[src/rtl/extclk_pkg.sv]
package extclk_pkg;
  localparam int MUBI_W = 4;
  typedef logic [MUBI_W-1:0] mubi_t;
  localparam mubi_t MUBI_ON  = 4'b1010;
  localparam mubi_t MUBI_OFF = 4'b0101;

  function automatic logic mubi_is_on(mubi_t v);
    return v == MUBI_ON;
  endfunction
endpackage

[src/rtl/extclk_sel_reg.sv]
module extclk_sel_reg
  import extclk_pkg::*;
(
  input  logic  clk_i,
  input  logic  rst_ni,
  input  logic  wr_i,
  input  mubi_t wdata_i,
  input  logic  lock_clr_i,
  output mubi_t sel_o,
  output logic  wen_o
);
  mubi_t sel_q;
  logic  wen_q;

  always_ff @(posedge clk_i or negedge rst_ni) begin
    if (!rst_ni) begin
      sel_q <= MUBI_OFF;
      wen_q <= 1'b1;
    end else begin
      if (wr_i && wen_q) sel_q <= wdata_i;
      if (lock_clr_i) wen_q <= 1'b0;
    end
  end

  assign sel_o = sel_q;
  assign wen_o = wen_q;

  // once cleared, the write enable stays cleared
  p_lock_sticky_r3: assert property (@(posedge clk_i) disable iff (!rst_ni)
    !wen_q |=> !wen_q);
  // a locked register keeps its contents
  p_locked_hold_r2: assert property (@(posedge clk_i) disable iff (!rst_ni)
    !wen_q |=> $stable(sel_q));
endmodule

[src/rtl/extclk_ack_sync.sv]
module extclk_ack_sync
  import extclk_pkg::*;
#(
  parameter int STAGES = 2
) (
  input  logic  clk_i,
  input  logic  rst_ni,
  input  mubi_t ack_i,
  output mubi_t ack_o
);
  mubi_t stage_q [STAGES];

  generate
    for (genvar g = 0; g < STAGES; g++) begin : g_stage
      always_ff @(posedge clk_i or negedge rst_ni) begin
        if (!rst_ni) stage_q[g] <= MUBI_OFF;
        else if (g == 0) stage_q[g] <= ack_i;
        else stage_q[g] <= stage_q[(g == 0) ? 0 : g-1];
      end
    end
  endgenerate

  assign ack_o = stage_q[STAGES-1];
endmodule

[src/rtl/extclk_div_gen.sv]
module extclk_div_gen #(
  parameter int PHASE_W = 2
) (
  input  logic clk_i,
  input  logic rst_ni,
  input  logic step_want_i,
  output logic step_o,
  output logic div2_en_o,
  output logic div4_en_o
);
  localparam logic [PHASE_W-1:0] WRAP = {PHASE_W{1'b1}};

  logic [PHASE_W-1:0] cnt_q;
  logic               step_q;

  always_ff @(posedge clk_i or negedge rst_ni) begin
    if (!rst_ni) begin
      cnt_q  <= '0;
      step_q <= 1'b0;
    end else begin
      cnt_q <= cnt_q + 1'b1;
      if (cnt_q == WRAP) step_q <= step_want_i;
    end
  end

  always_comb begin
    if (step_q) begin
      div2_en_o = 1'b1;
      div4_en_o = cnt_q[0];
    end else begin
      div2_en_o = cnt_q[0];
      div4_en_o = (cnt_q[1:0] == 2'b11);
    end
  end

  assign step_o = step_q;

  // the step control moves only on a counter wrap
  p_step_on_wrap_r8: assert property (@(posedge clk_i) disable iff (!rst_ni)
    !$stable(step_q) |-> $past(cnt_q) == WRAP);
  // stepped-up divide-by-2 enable is always high
  p_fast_div2_r9: assert property (@(posedge clk_i) disable iff (!rst_ni)
    step_q |-> div2_en_o);
endmodule

[src/rtl/extclk_bypass_ctrl.sv]
module extclk_bypass_ctrl
  import extclk_pkg::*;
#(
  parameter int SYNC_STAGES = 2,
  parameter int PHASE_W     = 2
) (
  input  logic       clk_i,
  input  logic       rst_ni,
  input  logic       sel_wr_i,
  input  logic [3:0] sel_wdata_i,
  input  logic       lock_clr_i,
  output logic [3:0] sel_q_o,
  output logic       sel_wen_o,
  input  logic [3:0] test_en_i,
  input  logic [3:0] lc_byp_req_i,
  input  logic [3:0] scan_mode_i,
  output logic [3:0] byp_req_o,
  input  logic [3:0] byp_ack_i,
  output logic       div_step_o,
  output logic       div2_en_o,
  output logic       div4_en_o
);
  mubi_t sel_val;
  mubi_t ack_sync;
  mubi_t req_q;
  logic  req_want;
  logic  step_want;

  extclk_sel_reg u_sel (
    .clk_i      (clk_i),
    .rst_ni     (rst_ni),
    .wr_i       (sel_wr_i),
    .wdata_i    (sel_wdata_i),
    .lock_clr_i (lock_clr_i),
    .sel_o      (sel_val),
    .wen_o      (sel_wen_o)
  );

  assign req_want = (mubi_is_on(sel_val) && mubi_is_on(test_en_i))
                  || mubi_is_on(lc_byp_req_i);

  always_ff @(posedge clk_i or negedge rst_ni) begin
    if (!rst_ni) req_q <= MUBI_OFF;
    else         req_q <= req_want ? MUBI_ON : MUBI_OFF;
  end

  extclk_ack_sync #(.STAGES(SYNC_STAGES)) u_sync (
    .clk_i  (clk_i),
    .rst_ni (rst_ni),
    .ack_i  (byp_ack_i),
    .ack_o  (ack_sync)
  );

  assign step_want = mubi_is_on(ack_sync) && !mubi_is_on(scan_mode_i);

  extclk_div_gen #(.PHASE_W(PHASE_W)) u_div (
    .clk_i       (clk_i),
    .rst_ni      (rst_ni),
    .step_want_i (step_want),
    .step_o      (div_step_o),
    .div2_en_o   (div2_en_o),
    .div4_en_o   (div4_en_o)
  );

  assign sel_q_o   = sel_val;
  assign byp_req_o = req_q;

  // only legal codes leave the block
  p_req_legal_r5: assert property (@(posedge clk_i) disable iff (!rst_ni)
    (byp_req_o == MUBI_ON) || (byp_req_o == MUBI_OFF));
  // direct lifecycle request forces the outgoing request
  p_lc_forces_r4: assert property (@(posedge clk_i) disable iff (!rst_ni)
    mubi_is_on(lc_byp_req_i) |=> byp_req_o == MUBI_ON);
  // scan mode keeps the dividers from stepping up
  p_scan_blocks_r7: assert property (@(posedge clk_i) disable iff (!rst_ni)
    (mubi_is_on(scan_mode_i) && !div_step_o) |=> !div_step_o);
endmodule

[config.mk]
export PLATFORM = sky130hd
export DESIGN_NAME = extclk_bypass_ctrl
export DESIGN_NICKNAME = d
export VERILOG_FILES = /design/src/rtl/extclk_pkg.sv /design/src/rtl/extclk_sel_reg.sv /design/src/rtl/extclk_ack_sync.sv /design/src/rtl/extclk_div_gen.sv /design/src/rtl/extclk_bypass_ctrl.sv
export SDC_FILE = /design/constraint.sdc
export NUM_CORES = 1
export LEC_CHECK = 0
export BUFFER_PORTS_ARGS = -buffer_cell sky130_fd_sc_hd__buf_2
export CAP_MARGIN = 20
export CORE_UTILIZATION = 42
export DETAILED_ROUTE_END_ITERATION = 10
export PLACE_DENSITY = 0.76
export SYNTH_ARGS = -nofsm -noshare
export SYNTH_HDL_FRONTEND = slang
export SYNTH_SLANG_ARGS = --single-unit
[constraint.sdc]
create_clock -name clk_i -period 1.43 [get_ports clk_i]
set_input_delay 0.286 -clock clk_i [delete_from_list [all_inputs] [get_ports clk_i]]
set_output_delay 0.286 -clock clk_i [all_outputs]
set_load 0.03 [all_outputs]
; Word-level counts from Yosys, hierarchy flattened
; Index checks and enable logic that the tools add are counted.
[word_totals]
reg_bits = 20
output_inout_bits = 12
word_cells = 22
[op_classes]
add_sub_neg = 1
eq_ne = 6
muxes = 3
n_reduce_logical = 5
[op_table]
columns = op, count
row1 = $eq A4 B4 Y1 const B, 5
row2 = $mux W4, 1
row3 = $logic_and A1 B1 Y1, 3
row4 = $add A2 B1 Y2 const B, 1
row5 = $eq A2 B2 Y1 const B, 1
row6 = $mux W1, 2
row7 = $logic_not A1 Y1, 1
row8 = $logic_or A1 B1 Y1, 1

; Longest topological paths before layout
[logic_depth]
depth_word = 4
depth_mapped = 3

; By module
; From an unflattened synthesis, not the netlist that was laid out.
[unflattened]
cells_unflattened = 44
area_unflattened_um2 = 709.4
[modules_own_cells]
columns = mod, n_inst, cells_per_inst, area_per_inst_um2, seq_area_each_um2
row1 = extclk_ack_sync, 1, 12, 235.2, 205.2
row2 = extclk_sel_reg, 1, 11, 201.4, 128.9
row3 = extclk_bypass_ctrl, 1, 12, 136.4, 51.3
row4 = extclk_div_gen, 1, 9, 136.4, 75.1

; Worst setup path after synthesis
; OpenSTA, ideal clock, no wires.
[synth_timing]
kind = register to output
start = reg u_div.step_q (netlist: u_div.step_o)
end = out div4_en_o
t_arrival_ps = 969
slack_ps = 175
stages_incl_launch_ff = 2
cell_sequence = dfrtp_1 > mux2_2
[synth_between]
elab_chain_cells = 1
[synth_rtl]
columns = element, line
row1 = start: declaration, extclk_div_gen.sv:14  ; logic step_q;
row2 = start signal: assignment, extclk_div_gen.sv:22  ; if (cnt_q == WRAP) step_q <= step_want_i;
row3 = $mux W1, extclk_div_gen.sv:27  ; if (step_q) begin
row4 = end: declaration, extclk_bypass_ctrl.sv:21  ; output logic div4_en_o
; Every way passes these cells.

; Final worst setup path
[layout_timing]
start = reg u_div.cnt_q[0]
end = out div4_en_o
[layout_between]
elab_chain_cells = 2
[layout_rtl]
columns = element, line
row1 = start: declaration, extclk_div_gen.sv:13  ; logic [PHASE_W-1:0] cnt_q;
row2 = start signal: assignment, extclk_div_gen.sv:21  ; cnt_q <= cnt_q + 1'b1;
row3 = $eq A2 B2 Y1, extclk_div_gen.sv:32  ; div4_en_o = (cnt_q[1:0] == 2'b11);
row4 = $mux W1 *, extclk_div_gen.sv:27
; Mark *: on every way between the ends. The rest lies on a longest branch, timed or not.

==> impl_metrics.yaml <==
hold_path:
  min_path_type: "primary input to flip-flop"
logic_synthesis:
  syn_area_per_cell_sq_um: 17.2
  synth_fp_nets: 64
  syn_area_sq_um: 671
  ys.flop_type: "dfrtp_1"
  yosys.area.top_type: "dfrtp_1"
  synth_fa_ha_area_frac: 0.0187
  ys_ff_latch: 18
  synth-xor-area-share: 0
  ys_seq_area_frac: 0.687
  synth_common_cells: "dfrtp_1 (10), dfstp_2 (8), and4bb_2 (4), mux2_4 (4)"
  synth-edff-count: 0
  netlist.area_leader.share: 0.373
  yosysWarnings: 0
  synth_area_leaders: "dfrtp_1 (37%), dfstp_2 (31%), mux2_4 (9.0%)"
  synth_compound_area_frac: 0.0317
  synth.most_common_cell: "dfrtp_1"
  synth_cells: 39
  synthArstFlopShare: 1.00
  ys_types: 15
  yosys.area_share.simple: 0.129
  synth_top_family_by_area: "simple AND/OR/NAND/NOR gates"
  synth_mux_area_frac: 0.106
setup_path:
  crit_type: "flip-flop to output port"
  cp.arrival_ns: 1.26
  cp_max_fo: 2
  worstPathRequired_ns: 1.14
  critPathLaunchType: "flip-flop"
  crit_path_end_kind: "output port"
global_routing:
  antenna_found_initial: 0
  grt_usage: 0.130
  grt_max_degree: 19
  grt_overflow: 0
  grt_pass1_wl_microns: 1610
  grt_pass1_vias: 397
drt:
  via_per_inst: 4.73
  antenna_left: 0
  wl_per_cell_microns: 10.9
  drc: 0
  detailroute.via_count: 449
  totalWireLength_microns: 1040
  first_pass_iters: 4
  drtIter0Drc: 3
placement:
  place.gp.congestion: 0.610
  dp_slack_ns: 0.0708
  port_buffers: 35
  post-dp-hpwl_microns: 781
floorplan:
  dieHeight_microns: 42.0
  io_pins: 36
  dieArea_sq_um: 1760
  die_w_microns: 42.0
  core_sq_um: 1510
  row_count: 14
  start_util: 0.445
clock_tree:
  clk_path_buf_depth: 2
  numCtsBuffers: 3
  cts.sinks: 18
  cts_max_level: 1
  cts_tree: "yes"
  worstSkewPairLatency_ns: 0.28
  clk_pin_slew_ns: 0.09
  clockRootBuffer: "clkbuf_4"
power:
  pwr-share-clk: 0.332
  p_per_area_nw_per_um2: 957
  combPwrFrac: 0.072
  swShare: 0.195
  p_total_w: 0.000891
  p_leak_nw: 0.496
  seq_power_share: 0.596
  peakVddDrop_v: 0.000680
  p_int_w: 0.000717
  p_switching_w: 0.000174
timing:
  fin_crit_sh: 1.08
  hold_viol_final: 0
  fin_skew_ns: 0.00599
  setup_ws_ns: -0.117
  rsz0062_at_grt: "yes"
  finalSetupViolations: 2
  worstMarginPinSlew_ns: 0.376
  slew_viol_final: 0
  relSlewSlack: 0.749
  max_freq_mhz: 646
  post-route-min-period_ns: 1.55
cells_and_area:
  nNetsFinal: 105
  drive_above_1_share: 0.772
  syn_to_final_growth_pct: 38.8
  n_antenna_cell: 0
run_status:
  status: "finished, violations left"
  violations: "setup timing"
job:
  cap_violations: 0
[critical path, cell delays in order (launching register included)]
cell	delay, ns
dfrtp_1	0.39
ha_2	0.18
mux2_4	0.27
buf_6	0.14
[cells in the final DEF (no fill, tap or decap), types with 2 or more instances in the layout]
master,netlist,final
nor2b_1,2,2
mux2_4,4,5
buf_4,2,2
buf_6,0,2
dfstp_2,8,8
clkbuf_4,0,3
buf_2,0,33
and4bb_2,4,4
dfrtp_1,10,10
[per-layer routing]
metal,up-vias,share of wire,routed length (microns),track usage
li1,213,-,-,-
met5,-,0,0,0
met4,0,0.018,19,0.116
met3,2,0.068,71,0.0391
met2,23,0.52,535,0.194
met1,211,0.40,412,0.150
[kinds of logic (layout without fill, tap and decap cells)]
group	Yosys count	count (layout)
flops	18	18
simple gates	9	9
mux	5	5
compound gates	3	3
buf+inv	3	43
fa+ha+maj	1	1
[power by group through the flow]
| stage | sequential (W) | combinational [W] | clock (W) |
|---|---|---|---|
| 2_1_floorplan | 0.000544 | 0.0000154 | 0 |
| 3_3_place_gp | 0.000540 | 0.0000595 | 0 |
| 3_5_place_dp | 0.000540 | 0.0000621 | 0 |
| 4_1_cts | 0.000531 | 0.0000657 | 0.000309 |
| 5_1_grt | 0.000532 | 0.0000699 | 0.000336 |
| 6_report | 0.000531 | 0.0000640 | 0.000296 |
[cell type report]
cell class              count  area [sq um]
repair buffers             38           213
fillers                   129           576
multi-input cells          18           198
inverters                   1          3.75
well taps                  16          20.0
flip-flops and latches     18           460
clock buffers               4          36.3
[path summary, 6_finish.rpt]
path / slack, ns / end / startpoint / depth (start not counted)
hold reg to reg: 0.35 / u_sync.ack_o[2] / u_sync.stage_q[6] / 0
setup reg to reg: 0.35 / u_sel.sel_o[1] / u_sel.wen_o / 2
min in group asynchronous: 0.45 / u_sel.sel_o[3] / rst_ni / 2
max in group asynchronous: 0.67 / u_sync.ack_o[0] / rst_ni / 2
setup / recovery: -0.12 / div4_en_o / u_div.cnt_q[0] / 3
hold / removal: 0.1 / u_sync.stage_q[6] / byp_ack_i[2] / 1
[registers in the layout, summed over array words and instances, names as in the netlist]
register,flops
u_div.cnt_q,2
u_sync.ack_o,4
u_sel.sel_o,4
byp_req_o,2
u_sync.stage_q,4
u_div.step_o,1
u_sel.wen_o,1
[through the flow]
step / setup TNS (ns) / cell area [sq um] / utilization / hold WS (ns) / std cells
2_1_floorplan: 0 / 671 / - / -0.00959 / 39
3_3_place_gp: 0 / 851 / 0.565 / 0.222 / 88
3_5_place_dp: 0 / 851 / 0.565 / 0.226 / 88
4_1_cts: -0.254 / 931 / 0.618 / 0.0836 / 95
5_1_grt: -0.348 / 931 / 0.618 / 0.0626 / 95
6_report: -0.227 / 931 / 0.618 / 0.0973 / 95
[what timing repair did]
action                                  CTS  global route
buffers inserted                          2             0
hold endpoints to repair                 10             0
pin swaps                                 1             0
resized for setup                         6             0
cloned                                    0             0
hold buffers                              1             0
endpoints found under the setup margin    2             2
No activity file was read; power rests on OpenSTA's default activity.
